File: src/rtl/batt_flag_pkg.sv
// Shared bit positions of the status byte.
package batt_flag_pkg;
    localparam int FLAG_W  = 8;
    localparam int B_EDV1  = 0;
    localparam int B_CHG   = 1;
    localparam int B_VDQ   = 2;
    localparam int B_EDVF  = 3;
    localparam int B_CI    = 4;
    localparam int B_BRM   = 5;
endpackage

File: src/rtl/bf_charge_ctr.sv
// Counts valid charge events since the last capacity update.
// Emits a one-cycle hit when the event count reaches N_EVT.
// Assumes the strobes are single-cycle pulses.
module bf_charge_ctr #(
    parameter int N_EVT = 64
) (
    input  logic clk,
    input  logic rst_n,
    input  logic restart,
    input  logic evt,
    output logic hit
);
    localparam int CW = $clog2(N_EVT + 1);
    logic [CW-1:0] cnt_q;

    // Saturating event counter, cleared on restart.
    always_ff @(posedge clk) begin
        if (!rst_n || restart)
            cnt_q <= '0;
        else if (evt && cnt_q != CW'(N_EVT))
            cnt_q <= cnt_q + 1'b1;
    end

    // Hit on the event that brings the count to N_EVT.
    always_comb hit = evt && !restart && (cnt_q == CW'(N_EVT - 1));
endmodule

File: src/rtl/bf_sustain_ctr.sv
// Counts accumulator steps while a valid charge continues.
// Asserts done once SUSTAIN steps have been counted.
// Assumes acc_inc is a single-cycle pulse.
module bf_sustain_ctr #(
    parameter int SUSTAIN = 256
) (
    input  logic clk,
    input  logic rst_n,
    input  logic active,
    input  logic step,
    output logic done
);
    localparam int CW = $clog2(SUSTAIN + 1);
    logic [CW-1:0] cnt_q;

    // Step counter, cleared whenever the charge stops.
    always_ff @(posedge clk) begin
        if (!rst_n || !active)
            cnt_q <= '0;
        else if (step && cnt_q != CW'(SUSTAIN))
            cnt_q <= cnt_q + 1'b1;
    end

    // Level output once the sustain target is reached.
    always_comb done = (cnt_q == CW'(SUSTAIN));
endmodule

File: src/rtl/bf_blink_div.sv
// Free-running divider producing a blink phase.
// The phase starts at 1 and toggles every DIV clock edges.
module bf_blink_div #(
    parameter int DIV = 6_250_000
) (
    input  logic clk,
    input  logic rst_n,
    output logic phase
);
    localparam int CW = (DIV > 1) ? $clog2(DIV) : 1;
    logic [CW-1:0] cnt_q;

    // Divider count and phase toggle on wrap.
    always_ff @(posedge clk) begin
        if (!rst_n) begin
            cnt_q <= '0;
            phase <= 1'b1;
        end else if (cnt_q == CW'(DIV - 1)) begin
            cnt_q <= '0;
            phase <= ~phase;
        end else begin
            cnt_q <= cnt_q + 1'b1;
        end
    end
endmodule

File: src/rtl/batt_flag_unit.sv
// Status flag unit of a battery fuel gauge.
// Sets, latches and clears six status flags from the comparator and
// accounting inputs, and drives the first segment blink and blanking.
// Assumes single-cycle strobes and inputs synchronous to clk.
module batt_flag_unit
    import batt_flag_pkg::*;
#(
    parameter int SDC_W      = 13,
    parameter int SDC_LIMIT  = 4096,
    parameter int CI_EVENTS  = 64,
    parameter int SUSTAIN    = 256,
    parameter int BLINK_DIV  = 6_250_000
) (
    input  logic             clk,
    input  logic             rst_n,
    input  logic             vs_below_min,
    input  logic             vs_above_max,
    input  logic             vs_below_warn,
    input  logic             vs_below_final,
    input  logic             overload,
    input  logic             chg_valid,
    input  logic             chg_event,
    input  logic             cap_update,
    input  logic             dsg_start,
    input  logic             acc_eq_cap,
    input  logic             acc_inc,
    input  logic [SDC_W-1:0] sdc_count,
    input  logic             below_freeze,
    input  logic             chg_pin_hiz,
    input  logic             disp_en,
    output logic [7:0]       flags,
    output logic             seg1_on,
    output logic             seg_blank
);
    logic brm_q, chg_q, ci_q, vdq_q, edv1_q, edvf_q;
    logic ci_hit, sus_done, phase;
    logic edv1_set, freeze_clr, vdq_clr, vdq_set;

    bf_charge_ctr #(.N_EVT(CI_EVENTS)) u_chg_ctr (
        .clk(clk), .rst_n(rst_n), .restart(cap_update),
        .evt(chg_event), .hit(ci_hit)
    );

    bf_sustain_ctr #(.SUSTAIN(SUSTAIN)) u_sus_ctr (
        .clk(clk), .rst_n(rst_n), .active(chg_valid),
        .step(acc_inc), .done(sus_done)
    );

    bf_blink_div #(.DIV(BLINK_DIV)) u_blink (
        .clk(clk), .rst_n(rst_n), .phase(phase)
    );

    // Set and clear terms for the discharge and warning flags.
    always_comb begin
        edv1_set   = vs_below_warn && !overload;
        freeze_clr = edv1_set && !edv1_q && below_freeze;
        vdq_clr    = cap_update || (sdc_count >= SDC_W'(SDC_LIMIT))
                     || sus_done || freeze_clr;
        vdq_set    = dsg_start && acc_eq_cap;
    end

    // Level flags following their inputs.
    always_ff @(posedge clk) begin
        if (!rst_n) begin
            brm_q <= 1'b0;
            chg_q <= 1'b0;
        end else begin
            brm_q <= vs_below_min || vs_above_max;
            chg_q <= chg_pin_hiz;
        end
    end

    // Capacity-doubtful flag: set by reset and by the event count.
    always_ff @(posedge clk) begin
        if (!rst_n)          ci_q <= 1'b1;
        else if (cap_update) ci_q <= 1'b0;
        else if (ci_hit)     ci_q <= 1'b1;
    end

    // Valid-discharge flag with clear over set priority.
    always_ff @(posedge clk) begin
        if (!rst_n)       vdq_q <= 1'b0;
        else if (vdq_clr) vdq_q <= 1'b0;
        else if (vdq_set) vdq_q <= 1'b1;
    end

    // Latched low-voltage warnings, released by a valid charge.
    always_ff @(posedge clk) begin
        if (!rst_n) begin
            edv1_q <= 1'b0;
            edvf_q <= 1'b0;
        end else begin
            if (edv1_set)                         edv1_q <= 1'b1;
            else if (chg_valid && !vs_below_warn) edv1_q <= 1'b0;
            if (vs_below_final)                   edvf_q <= 1'b1;
            else if (chg_valid)                   edvf_q <= 1'b0;
        end
    end

    // Assemble the status byte.
    always_comb begin
        flags         = '0;
        flags[B_EDV1] = edv1_q;
        flags[B_CHG]  = chg_q;
        flags[B_VDQ]  = vdq_q;
        flags[B_EDVF] = edvf_q;
        flags[B_CI]   = ci_q;
        flags[B_BRM]  = brm_q;
    end

    // Segment drive: blink under first warning, blank under final.
    always_comb begin
        seg_blank = edvf_q;
        seg1_on   = disp_en && !edvf_q && (!edv1_q || phase);
    end
endmodule

File: config.mk
export PLATFORM = sky130hd
export DESIGN_NAME = batt_flag_unit
export DESIGN_NICKNAME = d
export VERILOG_FILES = /design/src/rtl/batt_flag_pkg.sv /design/src/rtl/bf_charge_ctr.sv /design/src/rtl/bf_sustain_ctr.sv /design/src/rtl/bf_blink_div.sv /design/src/rtl/batt_flag_unit.sv
export SDC_FILE = /design/constraint.sdc
export NUM_CORES = 1
export LEC_CHECK = 0
export BUFFER_PORTS_ARGS = -buffer_cell sky130_fd_sc_hd__buf_2
export CAP_MARGIN = 25
export CORE_ASPECT_RATIO = 2
export CORE_MARGIN = 2
export CORE_UTILIZATION = 50
export CTS_BUF_LIST = sky130_fd_sc_hd__clkbuf_16
export CTS_CLUSTER_DIAMETER = 100
export DETAILED_ROUTE_END_ITERATION = 8
export HOLD_SLACK_MARGIN = 0.02
export PLACE_DENSITY = 0.73
export SETUP_SLACK_MARGIN = 0.2
export SYNTH_ARGS = -nofsm -noshare
export SYNTH_HDL_FRONTEND = slang
export SYNTH_HIERARCHICAL = 1
export SYNTH_SLANG_ARGS = --single-unit
File: constraint.sdc
create_clock -name clk -period 2.7 [get_ports clk]
set_input_delay 0.27 -clock clk [delete_from_list [all_inputs] [get_ports clk]]
set_output_delay 0.27 -clock clk [all_outputs]
set_load 0.02 [all_outputs]
==> out/metrics.yaml, run 1 <==
outcome: "complete, no violations"
drc_errors: 0
cp-end-kind: "register"
maxCapViolCount: 0
drtAntennaViolNets: 0
setup_viol: 0
synth_seq_cells: 46
die_area_mm2: 0.00497
vias: 1816
min_path_cells: 2
hold_violations: 0
gp_congestion: 0.789
num_rows: 34
yosys-top-cells-area: "dfxtp_1, nand2_1, xor2_1"
cts_sinks: 46
firstDrtPassIters: 4
async_reset_ff_frac: 0
postCtsResizedCells: 0
worstHoldEndpoint: "brm_q"
track_usage: 0.189
synth_edf_count: 0
ys_seq_area_frac: 0.420
first_global_vias: 1763
critPathMaxStageDelay_ns: 0.68
grt_setup_unrepaired: "no"
finClkSkew_ns: 0.00639
synth_top_flop_cell: "dfxtp_1"
required_ns: 2.92
fin_crit_ns: 2.06
post_drt_wl_per_cell_um: 12.5
insertion_delay_ns: 0.29
path_delay_family: "simple AND/OR/NAND/NOR gates"
worst_r2r_path_depth: 4
root_buffer: "clkbuf_16"
min_path_type: "primary input to register"
cts_hold_buf: 0
initial_core_util: 0.511
fin_nets: 307
yosys.area.top_type_share: 0.420
r2r_start: "u_blink/cnt_q[4]"
tightestPinTransition_ns: 0.507
cp_num_buf_inv: 1
die-height_um: 97.7
synthCells: 253
antenna_cells: 0
pin_count: 39
num-fill-cells: 410
tns_ns: 0
die_w_um: 50.8
vias_per_cell: 5.54
gr-total-overflow: 0
fp.coreArea_mm2: 0.00430
start_kind: "register"
synth_area_per_cell_um2: 8.67
cts_tree: "built"
cts_setup_buffers: 0
leakage_nw: 0.872
ys_warn_count: 6
cts_made_buffers: 5
clkTransAtPathRegs_ns: 0.06
hpwl_mm: 3.07
layout-drive-gt1-share: 0.150
holdCritStartpoint: "vs_below_min"
htree_levels: 2
grt_max_degree: 23
synth.lib_cells_used.distinct: 43
syn-cell-area_mm2: 0.00219
p_total_mw: 1.37
maxSlewViolCount: 0
worst_ir_drop_vdd_v: 0.000397
grt_pass1_wl_mm: 7.25
r2r_slack_ns: 0.64
final_cell_mix: "dfxtp_1, nand2_1, buf_2, nor2_1, a21oi_1"
drt-total-wl_mm: 4.10
fmax_ghz: 0.486
crit_type: "register to register"
final_common_cell: "dfxtp_1"
worst-path-max-fanout: 8
maxSlewHeadroom: 0.659
syn_to_final_growth_pct: 12.0
antenna_found_initial: 0
worstReg2RegEnd: "u_blink/cnt_q[21]"
worstPathCellList: "clkinv_1 > or4_1 > or4_4 > a21oi_2"
clockBufferDepth: 2
worst_ep_arrival_time_ns: 2.28
power_density_mw_per_mm2: 558
drt_iter0_drc: 21
portBuffers: 24
period_share: 0.762
yosysTopAreaCell: "dfxtp_1"
slowest_stage: "or4_1"
## state kept, by name (all words and copies together), names as in the netlist
signal / count
ci_q: 1
chg_q: 1
u_chg_ctr/cnt_q: 7
u_blink/cnt_q: 23
vdq_q: 1
u_sus_ctr/cnt_q: 9
brm_q: 1
u_blink/phase: 1
edv1_q: 1
seg_blank: 1
## synth_stat cells (2+ instances only)
cell type,n
ha_1,5
dfxtp_1,46
or3_1,9
buf_4,8
o31ai_1,3
nor3_1,4
inv_1,8
nor2_1,23
nor3b_1,2
mux2i_1,5
buf_2,3
o21ai_0,12
nand4_1,11
xor2_1,11
and3_1,3
and4_1,4
clkbuf_1,2
a21oi_1,15
or4_1,5
nand2_1,26
nand3_1,7
xnor2_1,7
a211o_1,2
nand4_2,2
nand2b_1,3
and2_1,2
nor4_1,4
nor2b_1,3
nor4b_1,3
a21boi_0,2
## power breakdown
part           switching, mW  internal (mW)  total, mW
clock                  0.258          0.343      0.601
combinational         0.0432         0.0294     0.0726
sequential           0.00920          0.689      0.699
## final cells by class
| class | instances | area, um2 | share of cell area |
|---|---|---|---|
| Multi-Input combinational cell | 186 | 1160 | 0.473 |
| Tap cell | 54 | 67.6 | 0.0275 |
| Clock buffer | 5 | 125 | 0.0509 |
| Clock inverter | 3 | 21.3 | 0.00866 |
| Timing Repair Buffer | 25 | 128 | 0.0519 |
| Inverter | 9 | 33.8 | 0.0137 |
| Sequential cell | 46 | 921 | 0.375 |
## layer usage
| metal | vias up | routed length, um | global-route usage |
|---|---|---|---|
| li1 | 934 | - | - |
| met1 | 845 | 1580 | 0.182 |
| met2 | 30 | 2290 | 0.363 |
| met3 | 7 | 132 | 0.0369 |
| met4 | 0 | 92 | 0.0832 |
| met5 | - | 0 | 0 |
## metrics by stage
stage          hold slack (ns)   util  instance area, um2  setup WS, ns  std cells
3_5_place_dp             0.467  0.538                2310         0.663        320
5_1_grt                  0.200  0.572                2460         0.558        328
6_report                 0.179  0.572                2460         0.641        328
2_1_floorplan            0.342      -                2200         0.825        254
3_3_place_gp             0.456  0.538                2310         0.689        320
4_1_cts                  0.177  0.572                2460         0.650        328
## how the worst max path moves through the flow
stage	from	end	slack, ns	cells after the start
after global routing	u_blink/cnt_q[4]	u_blink/cnt_q[21]	0.56	4
after floorplan	u_blink/cnt_q[5]	u_blink/cnt_q[21]	0.82	6
after global placement	u_blink/cnt_q[4]	u_blink/cnt_q[21]	0.69	4
final	u_blink/cnt_q[4]	u_blink/cnt_q[21]	0.64	4
after detailed placement	u_blink/cnt_q[4]	u_blink/cnt_q[21]	0.66	4
after CTS	u_blink/cnt_q[4]	u_blink/cnt_q[21]	0.65	4
## kinds of logic (layout without fill, tap and decap cells)
family          after synthesis  after routing  synth area share
compound gates               39             39             0.103
xor+xnor                     18             18            0.0718
fa+ha+maj                     5              5            0.0285
buf+inv                      22             42            0.0530
flops                        46             46             0.420
mux                           5              5            0.0228
other cells                   1              2           0.00171
simple gates                117            117             0.300
Note: power is estimated with default switching activity, not from simulation.
==> run 2, diff against run 1 <==
- ABC_AREA: default -> 1
- PLACE_DENSITY: 0.73 -> 0.72
- clock period: 2.7 -> 2.07 ns (I/O delays scaled with it)
==> run 2 against run 1 <==
Compared with the run above:
- global-route usage increased by 2.3 points
- sequential cell count is the same
- die area rose by 12%
- synthesized cell count grew 44%
- sequential share of layout area decreased by 4.0 points
- non-clock buffer count fell by 1
- sequential power is 30% higher
==> out/metrics.yaml, run 2 <==
outcome: "complete, no violations"  # unchanged
worst_ir_drop_vdd_v: 0.000642  # was 0.000397 V
synth_seq_cells: 46  # unchanged
drt_iter0_drc: 36  # was 21
synth_most_common_cell: "nand2_1"  # was dfxtp_1
post-place-ws_ns: 0.320  # was 0.663 ns
firstDrtPassIters: 4  # unchanged
gp_congestion: 0.873  # was 0.789
vias_per_cell: 5.13  # was 5.54
synthMuxAreaShare: 0  # was 0.0228
grt_setup_unrepaired: "no"  # unchanged
syn-cell-area_mm2: 0.00247  # was 0.00219 mm2
drtAntennaViolNets: 0  # unchanged
antenna_found_initial: 0  # unchanged
cts_hold_buf: 0  # unchanged
final_cell_mix: "nand2_1, nor2_1, dfxtp_1, inv_1, nand3_1"  # was dfxtp_1, nand2_1, buf_2, nor2_1, a21oi_1
grt_pass1_wl_mm: 8.73  # was 7.25 mm
post_drt_wl_per_cell_um: 11.8  # was 12.5 um
synthCells: 365  # was 253
start_kind: "register"  # unchanged
finClkSkew_ns: 0.00231  # was 0.00639 ns
power_density_mw_per_mm2: 692  # was 558 mW/mm2
drt-total-wl_mm: 5.27  # was 4.10 mm
synthAdderAreaFrac: 0.0253  # was 0.0285
largest_reg_flops: 23  # unchanged
min_path_type: "primary input to register"  # unchanged
top_register: "u_blink/cnt_q"  # unchanged
track_usage: 0.212  # was 0.189
fp.coreArea_mm2: 0.00482  # was 0.00430 mm2
maxSlewViolCount: 0  # unchanged
ys_warn_count: 6  # unchanged
worst-path-max-fanout: 22  # was 8
ys_seq_area_frac: 0.373  # was 0.420
die_w_um: 53.7  # was 50.8 um
syn_to_final_growth_pct: 11.5  # was 12.0%
cts_tree: "built"  # unchanged
root_buffer: "clkbuf_16"  # unchanged
die_area_mm2: 0.00555  # was 0.00497 mm2
portBuffers: 24  # unchanged
clockBufferDepth: 2  # unchanged
required_ns: 2.23  # was 2.92 ns
worst_slack_ns: 0.411  # was 0.641 ns
tns_ns: 0  # unchanged
antenna_cells: 0  # unchanged
async_reset_ff_frac: 0  # unchanged
htree_levels: 2  # unchanged
setup_viol: 0  # unchanged
worst_r2r_path_depth: 6  # was 4
layout-drive-gt1-share: 0.149  # was 0.150
crit_type: "register to register"  # unchanged
initial_core_util: 0.512  # was 0.511
yosysTopAreaCell: "dfxtp_1"  # unchanged
grt_max_degree: 23  # unchanged
synth_top_flop_cell: "dfxtp_1"  # unchanged
cts_made_buffers: 5  # unchanged
synth_commonest_cells: "nand2_1, nor2_1, dfxtp_1"  # was dfxtp_1, nand2_1, nor2_1
synth_area_per_cell_um2: 6.77  # was 8.67 um2
insertion_delay_ns: 0.28  # was 0.29 ns
cp-end-kind: "register"  # unchanged
min_path_cells: 3  # was 2
worst_ep_arrival_time_ns: 1.82  # was 2.28 ns
cts_sinks: 46  # unchanged
fin_crit_ns: 1.66  # was 2.06 ns
clkTransAtPathRegs_ns: 0.06  # about the same
num_rows: 36  # was 34
synth_xor_area_frac: 0.0426  # was 0.0718
vias: 2282  # was 1,816
synth_compound_area_frac: 0.0719  # was 0.103
die-height_um: 103  # was 97.7 um
synth_edf_count: 0  # unchanged
synth.lib_cells_used.distinct: 27  # was 43
yosys-top-cells-area: "dfxtp_1, nand2_1, nor2_1"  # was dfxtp_1, nand2_1, xor2_1
period_share: 0.801  # was 0.762
fmax_ghz: 0.603  # was 0.486 GHz
reg.largest.list: "u_blink/cnt_q: 23 flops, u_sus_ctr/cnt_q: 9 flops, u_chg_ctr/cnt_q: 7 flops"  # unchanged
first_global_vias: 2141  # was 1,763
final_common_cell: "nand2_1"  # was dfxtp_1
drc_errors: 0  # unchanged
yosys.area.top_type_share: 0.373  # was 0.420
pin_count: 39  # unchanged
hold_violations: 0  # unchanged
hpwl_mm: 4.04  # was 3.07 mm
maxCapViolCount: 0  # unchanged
leakage_nw: 1.05  # was 0.872 nW
fin_nets: 421  # was 307
synth_top_family_by_area: "simple AND/OR/NAND/NOR gates"  # unchanged
gr-total-overflow: 0  # unchanged
synthSimpleGateAreaFrac: 0.378  # was 0.300
==> run 2: layer usage <==
metal,wire [um],GRT usage
met5,0,0
met2,3100,0.407
met4,219,0.132
met1,1850,0.190
met3,97,0.0345
==> run 2: kinds of logic (layout without fill, tap and decap cells) <==
family	after synthesis	after routing
buffers and inverters	59	81
other	1	2
flip-flops	46	46
adder cells (fa/ha/maj)	5	5
AO/OA/AOI/OAI	35	35
AND/OR/NAND/NOR	207	207
XOR/XNOR	12	12
==> run 2: final timing paths <==
check	startpoint	endpoint	slack, ns
max	u_blink/cnt_q[0]	u_blink/cnt_q[15]	0.41
min	chg_pin_hiz	chg_q	0.11
max reg2reg	u_blink/cnt_q[0]	u_blink/cnt_q[15]	0.41
min reg2reg	u_blink/cnt_q[0]	u_blink/cnt_q[0]	0.45
==> run 2: area by class of cell <==
class	count	area [um2]
tap	57	71.3
fill	476	2070
timing repair buffer	24	120
inverter	49	184
multi-input combinational	261	1290
clock inverter	3	41.3
clock buffer	5	125
sequential	46	921
==> run 2: power by group <==
group          leakage (nW)  total [mW]  internal, mW  switching [mW]
clock                0.0812       0.892         0.565           0.327
combinational         0.591       0.106        0.0379          0.0676
sequential            0.373       0.910         0.899          0.0100
total                  1.05        1.91          1.50           0.404
==> run 2: worst max-delay path, cell delays in order (launching register included) <==
cell and delay [ns]:
dfxtp_1 0.36, ha_1 0.25, nand3_2 0.13, nor2_1 0.28, nand3_2 0.18, nand2_4 0.25
nor2_1 0.08
==> run 2: per-stage QoR <==
step           total power, mW  utilization  hold slack (ns)  cells  instance area [um2]
3_5_place_dp              1.04        0.536            0.401    437                 2580
2_1_floorplan             1.01            -            0.283    366                 2470
5_1_grt                   1.99        0.571            0.134    445                 2750
6_report                  1.91        0.571            0.109    445                 2750
3_3_place_gp              1.03        0.536            0.387    437                 2580
4_1_cts                   1.93        0.570            0.106    445                 2750
==> run 2: what timing repair did <==
item,in CTS,in global routing
hold endpoints to repair,0,0
setup endpoints to repair,0,2
setup buffers,0,0
resized for setup,0,1
==> run 3, diff against run 2 <==
- PLACE_DENSITY: 0.72 -> 0.75
- clock period: 2.07 -> 1.45 ns (I/O delays scaled with it)
==> run 3 against run 2 <==
Compared with the run above:
- worst setup slack worse by 0.28 ns
- global-route usage up 1.9 points
- clock-buffer cell count stayed put
- sequential cell count unchanged
- fmax increased by 26%
- sequential power grew 43%
- design area is 16% higher
- utilization rose by 9.3 points
- critical endpoint is now u_blink/cnt_q[13]
- largest cell class unchanged
==> out/metrics.yaml, run 3 (synthesized netlist as in run 2, its figures left out) <==
syn_to_final_growth_pct: 29.6  # was 11.5%
seq_area_um2: 947  # was 921 um2
worst_ir_drop_vdd_v: 0.000849  # was 0.000642 V
setup_viol: 0  # unchanged
finClkSkew_ns: 0.00646  # was 0.00231 ns
num_rows: 36  # unchanged
clkTransAtPathRegs_ns: 0.06  # about the same
switchingPower_mw: 0.600  # was 0.404 mW
multi_input_area_mm2: 0.00152  # was 0.00129 mm2
fin_crit_ns: 1.32  # was 1.66 ns
required_ns: 1.61  # was 2.23 ns
initial_core_util: 0.512  # unchanged
drt-total-wl_mm: 6.12  # was 5.27 mm
reg.largest.list: "u_blink/cnt_q: 23 flops, u_sus_ctr/cnt_q: 9 flops, u_chg_ctr/cnt_q: 7 flops"  # unchanged
fp.coreArea_mm2: 0.00482  # unchanged
portBuffers: 24  # unchanged
grt_pass1_wl_mm: 9.47  # was 8.73 mm
worst-path-max-fanout: 8  # was 22
hold_ws_ns: 0.0487  # was 0.109 ns
layout-drive-gt1-share: 0.346  # was 0.149
seq_power_share: 0.501  # was 0.477
cts_hold_buf: 0  # unchanged
fin_area_mm2: 0.00320  # was 0.00275 mm2
leakage_nw: 1.21  # was 1.05 nW
cts_made_buffers: 5  # unchanged
die_w_um: 53.7  # unchanged
htree_levels: 2  # unchanged
cp-end-kind: "register"  # unchanged
vias_per_cell: 5.22  # was 5.13
hpwl_mm: 4.15  # was 4.04 mm
holdCritStartpoint: "chg_pin_hiz"  # unchanged
hold_violations: 0  # unchanged
firstDrtPassIters: 4  # unchanged
grt_setup_unrepaired: "yes"  # was no
track_usage: 0.231  # was 0.212
die-height_um: 103  # unchanged
drc_errors: 0  # unchanged
intPower_mw: 2.00  # was 1.50 mW
top_register: "u_blink/cnt_q"  # unchanged
placed_cell_area_mm2: 0.00269  # was 0.00258 mm2
worst_ep_arrival_time_ns: 1.48  # was 1.82 ns
tns_ns: 0  # unchanged
min_path_type: "primary input to register"  # unchanged
root_buffer: "clkbuf_16"  # unchanged
antenna_found_initial: 0  # unchanged
final_common_cell: "nand2_1"  # unchanged
clockBufferDepth: 2  # unchanged
largest_reg_flops: 23  # unchanged
drtAntennaViolNets: 0  # unchanged
outcome: "complete, no violations"  # unchanged
sw_frac_of_total: 0.230  # was 0.212
vias: 2436  # was 2,282
grt_max_degree: 14  # was 23
antenna_cells: 0  # unchanged
fin_nets: 443  # was 421
power_density_mw_per_mm2: 813  # was 692 mW/mm2
maxSlewViolCount: 0  # unchanged
clockPowerShare: 0.412  # was 0.468
post_drt_wl_per_cell_um: 13.1  # was 11.8 um
insertion_delay_ns: 0.28  # about the same
pin_count: 39  # unchanged
final_cell_mix: "nand2_1, nor2_1, inv_1, dfxtp_1, buf_2"  # was nand2_1, nor2_1, dfxtp_1, inv_1, nand3_1
fmax_ghz: 0.759  # was 0.603 GHz
drt_iter0_drc: 25  # was 36
crit_type: "register to register"  # unchanged
period_share: 0.909  # was 0.801
die_area_mm2: 0.00555  # unchanged
gp_congestion: 0.945  # was 0.873
gr-total-overflow: 0  # unchanged
cts_tree: "built"  # unchanged
r2r_start: "u_blink/cnt_q[7]"  # was u_blink/cnt_q[0]
cts_sinks: 46  # unchanged
maxCapViolCount: 0  # unchanged
cp-startpoint: "u_blink/cnt_q[7]"  # was u_blink/cnt_q[0]
p_total_mw: 2.60  # was 1.91 mW
first_global_vias: 2268  # was 2,141
num-fill-cells: 395  # was 476
p_comb_frac: 0.087  # was 0.055
start_kind: "register"  # unchanged
run 3: cell count changes in the layout (fill, tap and decap cells not counted), moves of 8 or more:
cell / delta
a21oi_2: +8
a21oi_1: -8
dfxtp_1: -17
nor2_2: +13
nor2_1: -20
buf_4: +19
dfxtp_2: +15
run 3: timing repair:
item / in CTS / in global routing
setup endpoints to repair: 30 / 36
buffers inserted: 4 / 6
gates resized for setup: 28 / 61
gates cloned: 1 / 0
pin swaps: 12 / 18
run 3: area by class of cell:
type                            count  area share
Clock buffer                        5      0.0391
Clock inverter                      3     0.00352
Inverter                           49      0.0598
Multi-Input combinational cell    261       0.476
Sequential cell                    46       0.296
Tap cell                           57      0.0223
Timing Repair Buffer               46       0.104
run 3: metrics by stage:
step	utilization	worst slack, ns	instances
finish	0.664	0.132	467
global route	0.664	0.0890	467
CTS	0.619	0.140	461
detailed placement	0.557	0.0641	448
global placement	0.557	0.0893	448
floorplan	-	0.202	366
run 3: metal layers:
layer	track usage	up-vias	part of all wire
met3	0.0388	17	0.021
li1	-	1224	-
met4	0.107	0	0.036
met2	0.461	54	0.60
met1	0.207	1141	0.34
met5	0	-	0
run 3: worst paths after layout:
check | slack, ns | endpoint | depth (start not counted)
max | 0.13 | u_blink/cnt_q[13] | 7
min | 0.05 | chg_q | 3
max reg2reg | 0.13 | u_blink/cnt_q[13] | 7
min reg2reg | 0.49 | u_sus_ctr/cnt_q[1] | 2
run 3: power groups by stage:
stage	clock, mW	combinational (mW)	sequential [mW]
final	1.07	0.227	1.30
after global routing	1.15	0.249	1.30
after CTS	1.10	0.187	1.30
after detailed placement	0	0.161	1.33
after global placement	0	0.157	1.33
after floorplan	0	0.112	1.33
run 3: worst max-delay path, stage by stage (launching register included):
cell and delay [ns]:
dfxtp_2 0.35, nor2_2 0.13, nand3_2 0.11, nor2_4 0.18
nand3_4 0.12, nand2_8 0.13, buf_12 0.13, a21oi_2 0.03
